[src/rtl/stopwatch_pkg.sv]
package stopwatch_pkg;
  localparam int DIGIT_W    = 4;
  localparam int RADIX      = 10;
  localparam int NUM_DIGITS = 2;
  localparam int SEG_W      = 7;
  localparam int SYNC_DEPTH = 2;

  typedef logic [DIGIT_W-1:0] digit_t;
  typedef logic [SEG_W-1:0]   seg_t;
endpackage

[src/rtl/stopwatch_rst_sync.sv]
module stopwatch_rst_sync #(
  parameter int DEPTH = 2
) (
  input  logic clk,
  input  logic rst_n,
  output logic rst_sync_n
);
  logic [DEPTH-1:0] stage_q;
  logic [DEPTH-1:0] stage_d;

  always_comb begin
    stage_d = {stage_q[DEPTH-2:0], 1'b1};
  end

  always_ff @(posedge clk or negedge rst_n) begin
    if (!rst_n) stage_q <= '0;
    else        stage_q <= stage_d;
  end

  assign rst_sync_n = stage_q[DEPTH-1];
endmodule

[src/rtl/stopwatch_digit.sv]
module stopwatch_digit #(
  parameter int WIDTH   = 4,
  parameter int MODULUS = 10
) (
  input  logic             clk,
  input  logic             rst_n,
  input  logic             clr,
  input  logic             en,
  output logic [WIDTH-1:0] q,
  output logic             term
);
  localparam logic [WIDTH-1:0] LAST = WIDTH'(MODULUS - 1);

  logic [WIDTH-1:0] cnt_q;
  logic [WIDTH-1:0] cnt_d;
  logic             at_last;

  assign at_last = (cnt_q == LAST);

  // next-state: clear first, then enable
  always_comb begin
    cnt_d = cnt_q;
    if (clr) begin
      cnt_d = '0;
    end else if (en) begin
      if (at_last) cnt_d = '0;
      else         cnt_d = cnt_q + WIDTH'(1);
    end
  end

  always_ff @(posedge clk or negedge rst_n) begin
    if (!rst_n) cnt_q <= '0;
    else        cnt_q <= cnt_d;
  end

  assign q    = cnt_q;
  assign term = en & at_last;
endmodule

[src/rtl/stopwatch_seg7.sv]
module stopwatch_seg7
  import stopwatch_pkg::*;
(
  input  digit_t code,
  output seg_t   seg
);
  // active-high, bit order {g,f,e,d,c,b,a}
  always_comb begin
    unique case (code)
      4'd0:    seg = 7'h3F;
      4'd1:    seg = 7'h06;
      4'd2:    seg = 7'h5B;
      4'd3:    seg = 7'h4F;
      4'd4:    seg = 7'h66;
      4'd5:    seg = 7'h6D;
      4'd6:    seg = 7'h7D;
      4'd7:    seg = 7'h07;
      4'd8:    seg = 7'h7F;
      4'd9:    seg = 7'h6F;
      default: seg = 7'h00;
    endcase
  end
endmodule

[src/rtl/stopwatch_bcd.sv]
module stopwatch_bcd
  import stopwatch_pkg::*;
(
  input  logic       clk,
  input  logic       rst_n,
  input  logic       clear,
  input  logic       go,
  output logic [3:0] units_bcd,
  output logic [3:0] tens_bcd,
  output logic [6:0] units_seg,
  output logic [6:0] tens_seg
);
  logic                  rst_core_n;
  logic [NUM_DIGITS:0]   enable_chain;
  digit_t                digit_val [NUM_DIGITS];
  seg_t                  digit_seg [NUM_DIGITS];
  logic                  wrap_all;

  stopwatch_rst_sync #(.DEPTH(SYNC_DEPTH)) u_rst_sync (
    .clk        (clk),
    .rst_n      (rst_n),
    .rst_sync_n (rst_core_n)
  );

  assign enable_chain[0] = go;

  for (genvar i = 0; i < NUM_DIGITS; i++) begin : g_digit
    stopwatch_digit #(.WIDTH(DIGIT_W), .MODULUS(RADIX)) u_cnt (
      .clk   (clk),
      .rst_n (rst_core_n),
      .clr   (clear),
      .en    (enable_chain[i]),
      .q     (digit_val[i]),
      .term  (enable_chain[i+1])
    );

    stopwatch_seg7 u_dec (
      .code (digit_val[i]),
      .seg  (digit_seg[i])
    );
  end

  // full-range rollover; observed by the bound checker
  assign wrap_all = enable_chain[NUM_DIGITS];

  assign units_bcd = digit_val[0];
  assign tens_bcd  = digit_val[1];
  assign units_seg = digit_seg[0];
  assign tens_seg  = digit_seg[1];
endmodule

[config.mk]
export PLATFORM = sky130hd
export DESIGN_NAME = stopwatch_bcd
export DESIGN_NICKNAME = d
export VERILOG_FILES = /design/src/rtl/stopwatch_pkg.sv /design/src/rtl/stopwatch_rst_sync.sv /design/src/rtl/stopwatch_digit.sv /design/src/rtl/stopwatch_seg7.sv /design/src/rtl/stopwatch_bcd.sv
export SDC_FILE = /design/constraint.sdc
export NUM_CORES = 1
export LEC_CHECK = 0
export BUFFER_PORTS_ARGS = -buffer_cell sky130_fd_sc_hd__buf_2
export CORE_UTILIZATION = 40
export CTS_CLUSTER_DIAMETER = 120
export DETAILED_ROUTE_END_ITERATION = 6
export PLACE_DENSITY = 0.71
export REMOVE_ABC_BUFFERS = 1
export SLEW_MARGIN = 20
export SYNTH_ARGS = -nofsm -noshare
export SYNTH_HDL_FRONTEND = slang
export SYNTH_HIERARCHICAL = 1
export SYNTH_SLANG_ARGS = --single-unit
[constraint.sdc]
create_clock -name clk -period 2.3 [get_ports clk]
set_clock_uncertainty 0.2 [all_clocks]
set_input_delay 0.345 -clock clk [delete_from_list [all_inputs] [get_ports clk]]
set_output_delay 0.345 -clock clk [all_outputs]
set_load 0.005 [all_outputs]
After elaboration in Yosys (flattened, before gate mapping):

Memories as Yosys holds them, arrays and structs flattened.
Index checks and enable logic that the tools add are counted.
W data, S select, Z words.

* add/sub/neg operators: 2
* equality and inequality tests: 2
* multiplexer cells: 6
* bitwise gates (word level): 1
* reductions and logical operators: 2

Operators by type and width (number)
* $mux W4: 6
* $add A4 B1 Y4 const B: 2
* $eq A4 B4 Y1 const B: 2
* $reduce_bool A2 Y1: 2
* $and A1 B1 Y1: 1

* flip-flop bits (word level): 10
* bits in read-only memories: 224
* bits of input ports: 4
* output and inout bits: 22
* word-level logic and storage cells: 18
* memories: 2

Memories
* (name not given): depth 16, width 7, rd ports 1, clocked after Yosys merged registers in 0, wr ports 0, RTL line stopwatch_seg7.sv:9 `unique case (code)`
* (name not given): depth 16, width 7, rd ports 1, clocked after Yosys merged registers in 0, wr ports 0, RTL line stopwatch_seg7.sv:9

Depth between registers and ports, before layout:

Gate-level depths: netlist of the first run.

* depth after elaboration: 4
* gate-level depth with buffers: 7

Cells and area by module:

The synthesis of the first run kept the hierarchy.

By module, submodules not included
* stopwatch_digit: times used 2, cells each 26, area an instance 241.5 um2
* stopwatch_seg7: times used 2, cells each 26, area an instance 201.4 um2
* stopwatch_rst_sync: times used 1, cells each 3, area an instance 53.8 um2

Worst setup path before layout of the first run:

Ideal clock, no wire load.

* kind: register to register
* from: register g_digit[0].u_cnt.cnt_q[1]
* to: register g_digit[1].u_cnt.cnt_q[2]
* setup time: 0.073 ns
* arrival time: 1.574 ns
* slack: 0.453 ns
* cell stages (with the launch flop): 8
* path buffers: 0
* period minus slack after synthesis: 1.847 ns
* cell sequence: dfrtp_1 inv_1 ha_1 nand3b_1 nor2_1 nand2_2 a211o_1 a21oi_2

* cells in the longest elaborated chain, start to end: 3

Ends and longest elaborated chain
* start: declaration: RTL line stopwatch_digit.sv:14 `logic [WIDTH-1:0] cnt_q;`
* start signal: assignment: RTL line stopwatch_digit.sv:33 `else cnt_q <= cnt_d;`
* $eq A4 B4 Y1: RTL line stopwatch_digit.sv:18 `assign at_last = (cnt_q == LAST);`
* $and A1 B1 Y1: RTL line stopwatch_digit.sv:37 `assign term = en & at_last;`
* named net enable_chain[1]: RTL line stopwatch_bcd.sv:14 `logic [NUM_DIGITS:0] enable_chain;`
* $reduce_bool A2 Y1 (no source line)
* end signal: assignment: RTL line stopwatch_digit.sv:33
* end: declaration: RTL line stopwatch_digit.sv:14

The timed path passes the listed nets, and every way through them passes these cells.
A chain may end at the register's enable or synchronous reset.

Worst setup path after layout of the first run:

* from: register g_digit[0].u_cnt.cnt_q[0]
* to: output units_seg[5]

* cells in the longest elaborated chain, start to end: 1

Ends and longest elaborated chain
* $mem_v2 Z16 W7
* end: declaration: RTL line stopwatch_bcd.sv:10 `output logic [6:0] units_seg,`

No other way between the ends.

==> flow_summary.yaml, run 1 <==
sta:
  final_hold_viol_count: 0
  fin_crit_ns: 2.12
  fmax_mhz: 471
  fin_setup_tns_ns: 0
  period_share_pct: 92.3
  rsz0062_at_grt: "false"
  holdWs_ns: 0.153
  slew_viol_final: 0
  setup_viol: 0
setup_path:
  endpoint_kind: "output pin"
  cp.arrival_ns: 1.58
  critPathKind: "flop to output pin"
  start_kind: "flop"
  critPathMaxFanout: 10
  reg2reg_from: "g_digit[0].u_cnt/q[0]"
  cp_data_required_time_ns: 1.75
  regToRegSetupSlack_ns: 0.27
  rr_endpoint: "g_digit[1].u_cnt/q[3]"
  reg2regPathDepth: 6
drt:
  vias: 852
  drc_errors: 0
  drtIter0Drc: 17
  antenna_left: 0
  finalWirelength_um: 1930
  post_drt_wl_per_cell_um: 11.6
  first_pass_iters: 4
  vias_per_cell: 5.10
power_and_ir_drop:
  powerDensity_mw_per_mm2: 348
  p_leak_nw: 0.512
  power.total_mw: 0.407
  vdd_ir_drop_max_uv: 363
floorplan:
  core-area_mm2: 0.00221
  io_pins: 26
  die_h_um: 50.4
  start_util_pct: 42.3
  die_w_um: 50.4
  num_rows: 17
  dieArea_mm2: 0.00254
cts:
  post-cts-setup-buffers: 0
  clock_path_buffers: 2
  cts_inserted_buffers: 3
  clock_sinks: 10
  cts-root-buf: "clkbuf_4"
  htree_levels: 1
  clk_pin_slew_ns: 0.07
  cts_tree: "done"
  clk_latency_ns: 0.26
grt:
  grt_usage_pct: 16.3
  antenna_found_initial: 0
  grt_pass1_wl_um: 3250
  grt_pass1_vias: 758
  grt_overflow: 0
  grt_start_max_net_pins: 13
finish:
  fin_cells: 167
  final_nets: 160
  area_growth_pct: 24.9
  antenna-diode-count: 0
  drive_gt1_share_pct: 33.1
synthesis:
  ys_warn_count: 6
  syn_area_per_cell_um2: 8.83
  syn-cell-area_um2: 936
  syn_inst: 106
min_path:
  hold_depth: 2
  hold_end: "g_digit[1].u_cnt/q[2]"
  hp-start: "clear"
  hold_path_class: "input pin to flop"
status:
  status: "finished clean"
placed_design:
  dp_hpwl_um: 1460
  placed_cells: 161
  gp_congestion: 0.695
  port_buffers: 25
job:
  max_cap_viol_count: 0
## cells in the final DEF (no fill, tap or decap)
cell	count
a211o_1	2
a21boi_0	2
a21o_1	2
a21oi_1	8
a21oi_2	4
a22o_1	2
and4b_2	2
buf_2	25
buf_4	2
clkbuf_4	3
clkbuf_8	1
conb_1	1
dfrtp_1	9
dfrtp_2	1
dlygate4sd3_1	2
ha_1	16
inv_1	14
nand2_1	10
nand2_2	2
nand3b_1	6
nor2_1	3
nor2b_4	2
o21ai_0	12
o21ai_2	2
o22ai_1	2
o22ai_2	2
xnor2_1	2
## through the flow
stage	util, %	setup WS, ns	area, µm²
2_1_floorplan	-	0.453	936
3_3_place_gp	50.2	0.429	1110
5_1_grt	52.8	0.0863	1170
4_1_cts	52.8	0.175	1170
3_5_place_dp	50.2	0.303	1110
6_report	52.8	0.177	1170
## report_power, final
part / total (mW) / internal [mW] / leakage [nW] / switching [mW]
clock: 0.155 / 0.0959 / 0.0210 / 0.0595
combinational: 0.0650 / 0.0309 / 0.359 / 0.0341
sequential: 0.186 / 0.180 / 0.132 / 0.00612
total: 0.407 / 0.307 / 0.512 / 0.0997
## metal layers
layer / vias to the layer above / global-route usage [%] / share of wire (%) / wire (µm)
met5: - / 0 / 0 / 0
met4: 0 / 4.17 / 0 / 0
met3: 0 / 2.73 / 2.5 / 49
met2: 16 / 29.6 / 50 / 973
met1: 404 / 19.8 / 47 / 909
li1: 432 / - / - / -
## flip-flops by register name, indices dropped and copies added, names as in the netlist
| register | cells |
|---|---|
| g_digit.u_cnt/q | 8 |
| u_rst_sync/stage_q | 2 |
## area by class of cell
type                            count  area, µm²
Sequential cell                    10        251
Fill cell                         224       1040
Tap cell                           28       35.0
Inverter                           14       52.6
Multi-Input combinational cell     82        633
Timing Repair Buffer               29        160
Clock buffer                        4       36.3
## repair_timing
item | in CTS | in global routing
resized for setup | 0 | 1
endpoints found under the setup margin | 0 | 1
hold buffers | 2 | 0
hold endpoints to repair | 10 | 0
## critical path: stages, from the launching register on
cell,delay (ns)
dfrtp_1,0.51
inv_1,0.15
ha_1,0.25
a21oi_2,0.17
o22ai_2,0.09
buf_2,0.14
## how the worst max path moves through the flow
stage / from / to / cells past startpoint
after detailed placement: g_digit[0].u_cnt/q[0] / g_digit[1].u_cnt/q[3] / 6
after global routing: g_digit[0].u_cnt/q[0] / units_seg[3] / 5
after global placement: g_digit[0].u_cnt/q[0] / g_digit[1].u_cnt/q[3] / 6
final: g_digit[0].u_cnt/q[0] / units_seg[5] / 5
after CTS: g_digit[0].u_cnt/q[0] / units_seg[5] / 5
after floorplan: g_digit[0].u_cnt/q[1] / g_digit[1].u_cnt/q[2] / 7
(Power assumes the default switching activity.)
==> run 2, diff against run 1 <==
RECOVER_POWER = 50   (was default)
==> run 2 against run 1 <==
Routed wire length fell by 0.36%. Critical path type unchanged. Sequential cell count did not move. Final area fell by 0.64%. Non-clock buffer count did not move. Sequential share of layout area rose by 0.14 points. Final cell count did not move. Largest power group unchanged. Sequential power barely moved. First-iteration DRC count rose by 5.9%. Worst hold slack got worse by 0.0077 ns. Total power fell by 0.14%.
==> flow_summary.yaml, run 2 (synthesis results as in run 1) <==
status:
  status: "finished clean"
floorplan:
  dieArea_mm2: 0.00254
  die_w_um: 50.4
  core-area_mm2: 0.00221
  num_rows: 17
  start_util_pct: 42.3
  die_h_um: 50.4
  io_pins: 26
drt:
  drtIter0Drc: 18
  vias: 852
  first_pass_iters: 4
  drt-met1-wl_um: 903
  vias_per_cell: 5.10
  dr_wl_met2_um: 974
  drc_errors: 0
  post_drt_wl_per_cell_um: 11.5
  dr_wl_met3_um: 48
  top_layer_used: "met3"
  finalWirelength_um: 1930
  antenna_left: 0
finish:
  fin_util_pct: 52.5
  layout_commonest_cell: "buf_2"
  final_nets: 160
  antenna-diode-count: 0
  drive_gt1_share_pct: 30.2
  area_growth_pct: 24.1
  final_cell_mix: "buf_2 (22), ha_1 (16), inv_1 (14), o21ai_0 (12), nand2_1 (10)"
  largest_reg_flops: 8
grt:
  antenna_found_initial: 0
  grt_pass1_wl_um: 3250
  grt_pass1_vias: 758
  grt_overflow: 0
  grt_start_max_net_pins: 13
  grt_usage_pct: 16.3
power_and_ir_drop:
  powerDensity_mw_per_mm2: 350
  vdd_ir_drop_max_uv: 363
  p_leak_nw: 0.500
sta:
  slew_viol_final: 0
  rsz0062_at_grt: "false"
  period_share_pct: 92.3
  setup_viol: 0
  final_hold_viol_count: 0
  fmax_mhz: 471
  fin_crit_ns: 2.12
  fin_setup_tns_ns: 0
cts:
  htree_levels: 1
  clk_latency_ns: 0.26
  clock_path_buffers: 2
  cts-root-buf: "clkbuf_4"
  cts_tree: "done"
  clock_sinks: 10
  cts_inserted_buffers: 3
  clk_pin_slew_ns: 0.07
placed_design:
  gp_congestion: 0.695
  dp_hpwl_um: 1460
  port_buffers: 25
setup_path:
  start_kind: "flop"
  reg2regPathDepth: 6
  reg2reg_from: "g_digit[0].u_cnt/q[0]"
  critPathKind: "flop to output pin"
  cp_data_required_time_ns: 1.75
  endpoint_kind: "output pin"
  critPathMaxFanout: 10
  setup.worst_path.start: "g_digit[0].u_cnt/q[0]"
  cp.arrival_ns: 1.58
min_path:
  hold_depth: 2
  hp-start: "clear"
  hold_path_class: "input pin to flop"
job:
  max_cap_viol_count: 0
==> run 2: final timing paths <==
check | endpoint | slack [ns]
hold reg to reg | u_rst_sync/stage_q[1] | 0.15
max in group asynchronous | g_digit[1].u_cnt/q[0] | 1.12
min in group asynchronous | u_rst_sync/stage_q[0] | 0.19
setup / recovery | units_seg[5] | 0.18
setup reg to reg | g_digit[1].u_cnt/q[3] | 0.27
hold / removal | g_digit[1].u_cnt/q[2] | 0.15
==> run 2: cell type report <==
| class | count | area, µm² |
|---|---|---|
| well taps | 28 | 35.0 |
| fillers | 226 | 1050 |
| clock buffers | 4 | 36.3 |
| multi-input cells | 82 | 629 |
| flip-flops and latches | 10 | 251 |
| repair buffers | 29 | 156 |
| inverters | 14 | 52.6 |
==> run 2: worst max-delay path, stage by stage (launching register included) <==
cell	delay (ns)
dfrtp_1	0.51
inv_1	0.15
ha_1	0.25
a21oi_2	0.17
o22ai_2	0.09
buf_2	0.14
==> run 2: repair_timing <==
| item | in CTS | in global routing |
|---|---|---|
| setup buffers | 0 | 0 |
| hold buffers | 2 | 0 |
| resized for setup | 0 | 1 |
| endpoints found under the hold margin | 10 | 0 |
| setup endpoints to repair | 0 | 1 |
==> run 2: report_power, final <==
part	switching (mW)	internal (mW)	total, mW
clock network	0.0595	0.0959	0.155
logic	0.0339	0.0306	0.0645
registers	0.00612	0.180	0.186
==> run 2: metrics by stage <==
| step | cells | power, mW | instance area, µm² | worst slack (ns) | hold slack (ns) |
|---|---|---|---|---|---|
| 6_report | 167 | 0.406 | 1160 | 0.177 | 0.146 |
| 5_1_grt | 167 | 0.428 | 1160 | 0.0863 | 0.157 |
| 2_1_floorplan | 106 | 0.224 | 936 | 0.453 | -0.151 |
| 3_3_place_gp | 161 | 0.249 | 1110 | 0.429 | -0.0685 |
| 3_5_place_dp | 161 | 0.252 | 1110 | 0.303 | -0.0694 |
| 4_1_cts | 167 | 0.413 | 1170 | 0.175 | 0.146 |
==> run 2: routing by layer <==
layer | track usage, % | vias to the layer above
met5 | 0 | -
met4 | 4.17 | 0
met3 | 2.73 | 0
met2 | 29.6 | 16
met1 | 19.8 | 404
li1 | - | 432
==> run 3, diff against run 2 <==
CELL_PAD_IN_SITES_DETAIL_PLACEMENT = 2   (was default)
CELL_PAD_IN_SITES_GLOBAL_PLACEMENT = 2   (was default)
CORE_UTILIZATION = 32   (was 40)
PLACE_DENSITY = 0.9   (was 0.71)
==> run 3 against run 2 <==
Via count rose by 4.3%. Sequential share of layout area up 0.15 points. Core utilization is 10 points lower. Highest routed layer is now met4. Sequential power about the same. Sequential cell count stayed put. Final cell count grew 1.8%. Critical path type unchanged.
==> flow_summary.yaml, run 3 (synthesis results as in run 1) <==
floorplan:
  die_h_um: 56.1
  core-area_mm2: 0.00276
  die_w_um: 56.1
  io_pins: 26
  dieArea_mm2: 0.00314
  start_util_pct: 33.9
  num_rows: 19
grt:
  grt_pass1_vias: 1025
  grt_usage_pct: 19.1
  grt_start_max_net_pins: 13
  antenna_found_initial: 0
  grt_pass1_wl_um: 4760
  grt_overflow: 0
finish:
  area_growth_pct: 23.8
  layout_commonest_cell: "buf_2"
  finish.instance_area_mm2: 0.00116
  num-fill-cells: 330
  drive_gt1_share_pct: 31.7
  final_nets: 161
  final_cell_mix: "buf_2 (24), ha_1 (16), inv_1 (14), o21ai_0 (12), nand2_1 (10)"
  antenna-diode-count: 0
  largest_reg_flops: 8
sta:
  final_hold_viol_count: 0
  fin_setup_tns_ns: 0
  setup_viol: 0
  fmax_mhz: 469
  slew_viol_final: 0
  period_share_pct: 92.7
  rsz0062_at_grt: "false"
  holdWs_ns: 0.143
  fin_crit_ns: 2.13
  setup_slack_ns: 0.169
cts:
  clock_path_buffers: 2
  cts-root-buf: "clkbuf_4"
  cts_tree: "done"
  clock_sinks: 10
  post-cts-setup-buffers: 0
  htree_levels: 1
  clk_pin_slew_ns: 0.07
  cts_inserted_buffers: 3
  clk_latency_ns: 0.26
setup_path:
  reg2regPathDepth: 7
  rr_endpoint: "g_digit[1].u_cnt/q[2]"
  critPathMaxFanout: 10
  cp.arrival_ns: 1.59
  path_cells: "inv_1, ha_1, inv_1, o21ai_0, buf_2"
  cpMaxStageDelayCell: "dfrtp_2"
  cp_num_cells: 5
  max_stage_delay_ns: 0.48
  crit_top_cell: "inv_1"
  cp_data_required_time_ns: 1.75
  critPathKind: "flop to output pin"
  start_kind: "flop"
  reg2reg_from: "g_digit[0].u_cnt/q[1]"
  regToRegSetupSlack_ns: 0.29
  critPathCapture: "tens_seg[3]"
  endpoint_kind: "output pin"
  cpLargestDelayFamily: "flip-flops"
  path_buf_inv: 3
  setup.worst_path.start: "g_digit[1].u_cnt/q[0]"
power_and_ir_drop:
  vdd_ir_drop_max_uv: 238
  p_int_mw: 0.272
  power.share.combinational_pct: 18.3
  power_frac_clock_pct: 31.5
  powerDensity_mw_per_mm2: 321
  p_leak_nw: 0.502
  power.total_mw: 0.372
  switching_power_mw: 0.100
  p_seq_share_pct: 50.2
  swShare_pct: 27.0
placed_design:
  gp_congestion: 0.819
  place_area_mm2: 0.00112
  preCtsSetupSlack_ns: 0.233
  port_buffers: 25
  dp_hpwl_um: 2130
job:
  max_cap_viol_count: 0
drt:
  finalWirelength_um: 2720
  vias: 889
  antenna_left: 0
  vias_per_cell: 5.23
  drc_errors: 0
  drtIter0Drc: 15
  first_pass_iters: 3
  post_drt_wl_per_cell_um: 16.0
min_path:
  hold_path_class: "input pin to flop"
status:
  status: "finished clean"
## run 3: changes by cell type in the layout (fill, tap and decap cells not counted)
cell	delta
buf_2	+2
dfrtp_2	+1
clkbuf_1	-1
dfrtp_1	-1
clkbuf_8	-1
## run 3: per-layer routing
layer	part of all wire [%]	track usage (%)	routed length, µm	up-vias
met3	2.6	1.40	71	2
met1	41	22.4	1130	440
met4	0.18	5.23	5	0
met5	0	0	0	-
met2	56	36.9	1520	15
li1	-	-	-	432
## run 3: final cells by class
type	count	area, µm²	area share, %
Multi-Input combinational cell	82	629	54.3
Inverter	14	52.6	4.54
Clock buffer	3	22.5	1.94
Timing Repair Buffer	30	163	14.0
Tap cell	31	38.8	3.35
Sequential cell	10	253	21.8
## run 3: timing repair
action                                 CTS  global route
setup endpoints to repair                0             2
gates resized for setup                  0             2
endpoints found under the hold margin   10             0
hold buffers                             2             0
## run 3: worst min path at each step
stage,start,end,slack (ns),depth (start not counted)
after floorplan,rst_n,u_rst_sync/stage_q[0],-0.15,0
after global placement,rst_n,u_rst_sync/stage_q[0],-0.07,1
after detailed placement,rst_n,u_rst_sync/stage_q[1],-0.07,1
after CTS,clear,g_digit[1].u_cnt/q[2],0.14,2
after global routing,clear,g_digit[1].u_cnt/q[2],0.16,2
final,clear,g_digit[1].u_cnt/q[2],0.14,2
## run 3: through the flow
step / std cells / util, %
after global routing: 170 / 42.0
after global placement: 165 / 40.7
after detailed placement: 165 / 40.7
after CTS: 170 / 42.2
final: 170 / 42.0
after floorplan: 106 / -
## run 3: power by group through the flow
stage               Clock, mW  Combinational, mW  Sequential (mW)
finish                  0.117             0.0681            0.187
global route            0.132             0.0775            0.188
CTS                     0.127             0.0705            0.187
detailed placement          0             0.0649            0.193
global placement            0             0.0593            0.191
floorplan                   0             0.0320            0.192
## run 3: worst register-to-register path, cell delays in order (launching register included)
cell      delay, ns
dfrtp_1        0.45
inv_1          0.09
ha_1           0.19
nand3b_1       0.14
nor2_1         0.36
nand2_2        0.11
a211o_1        0.30
a21oi_2        0.11
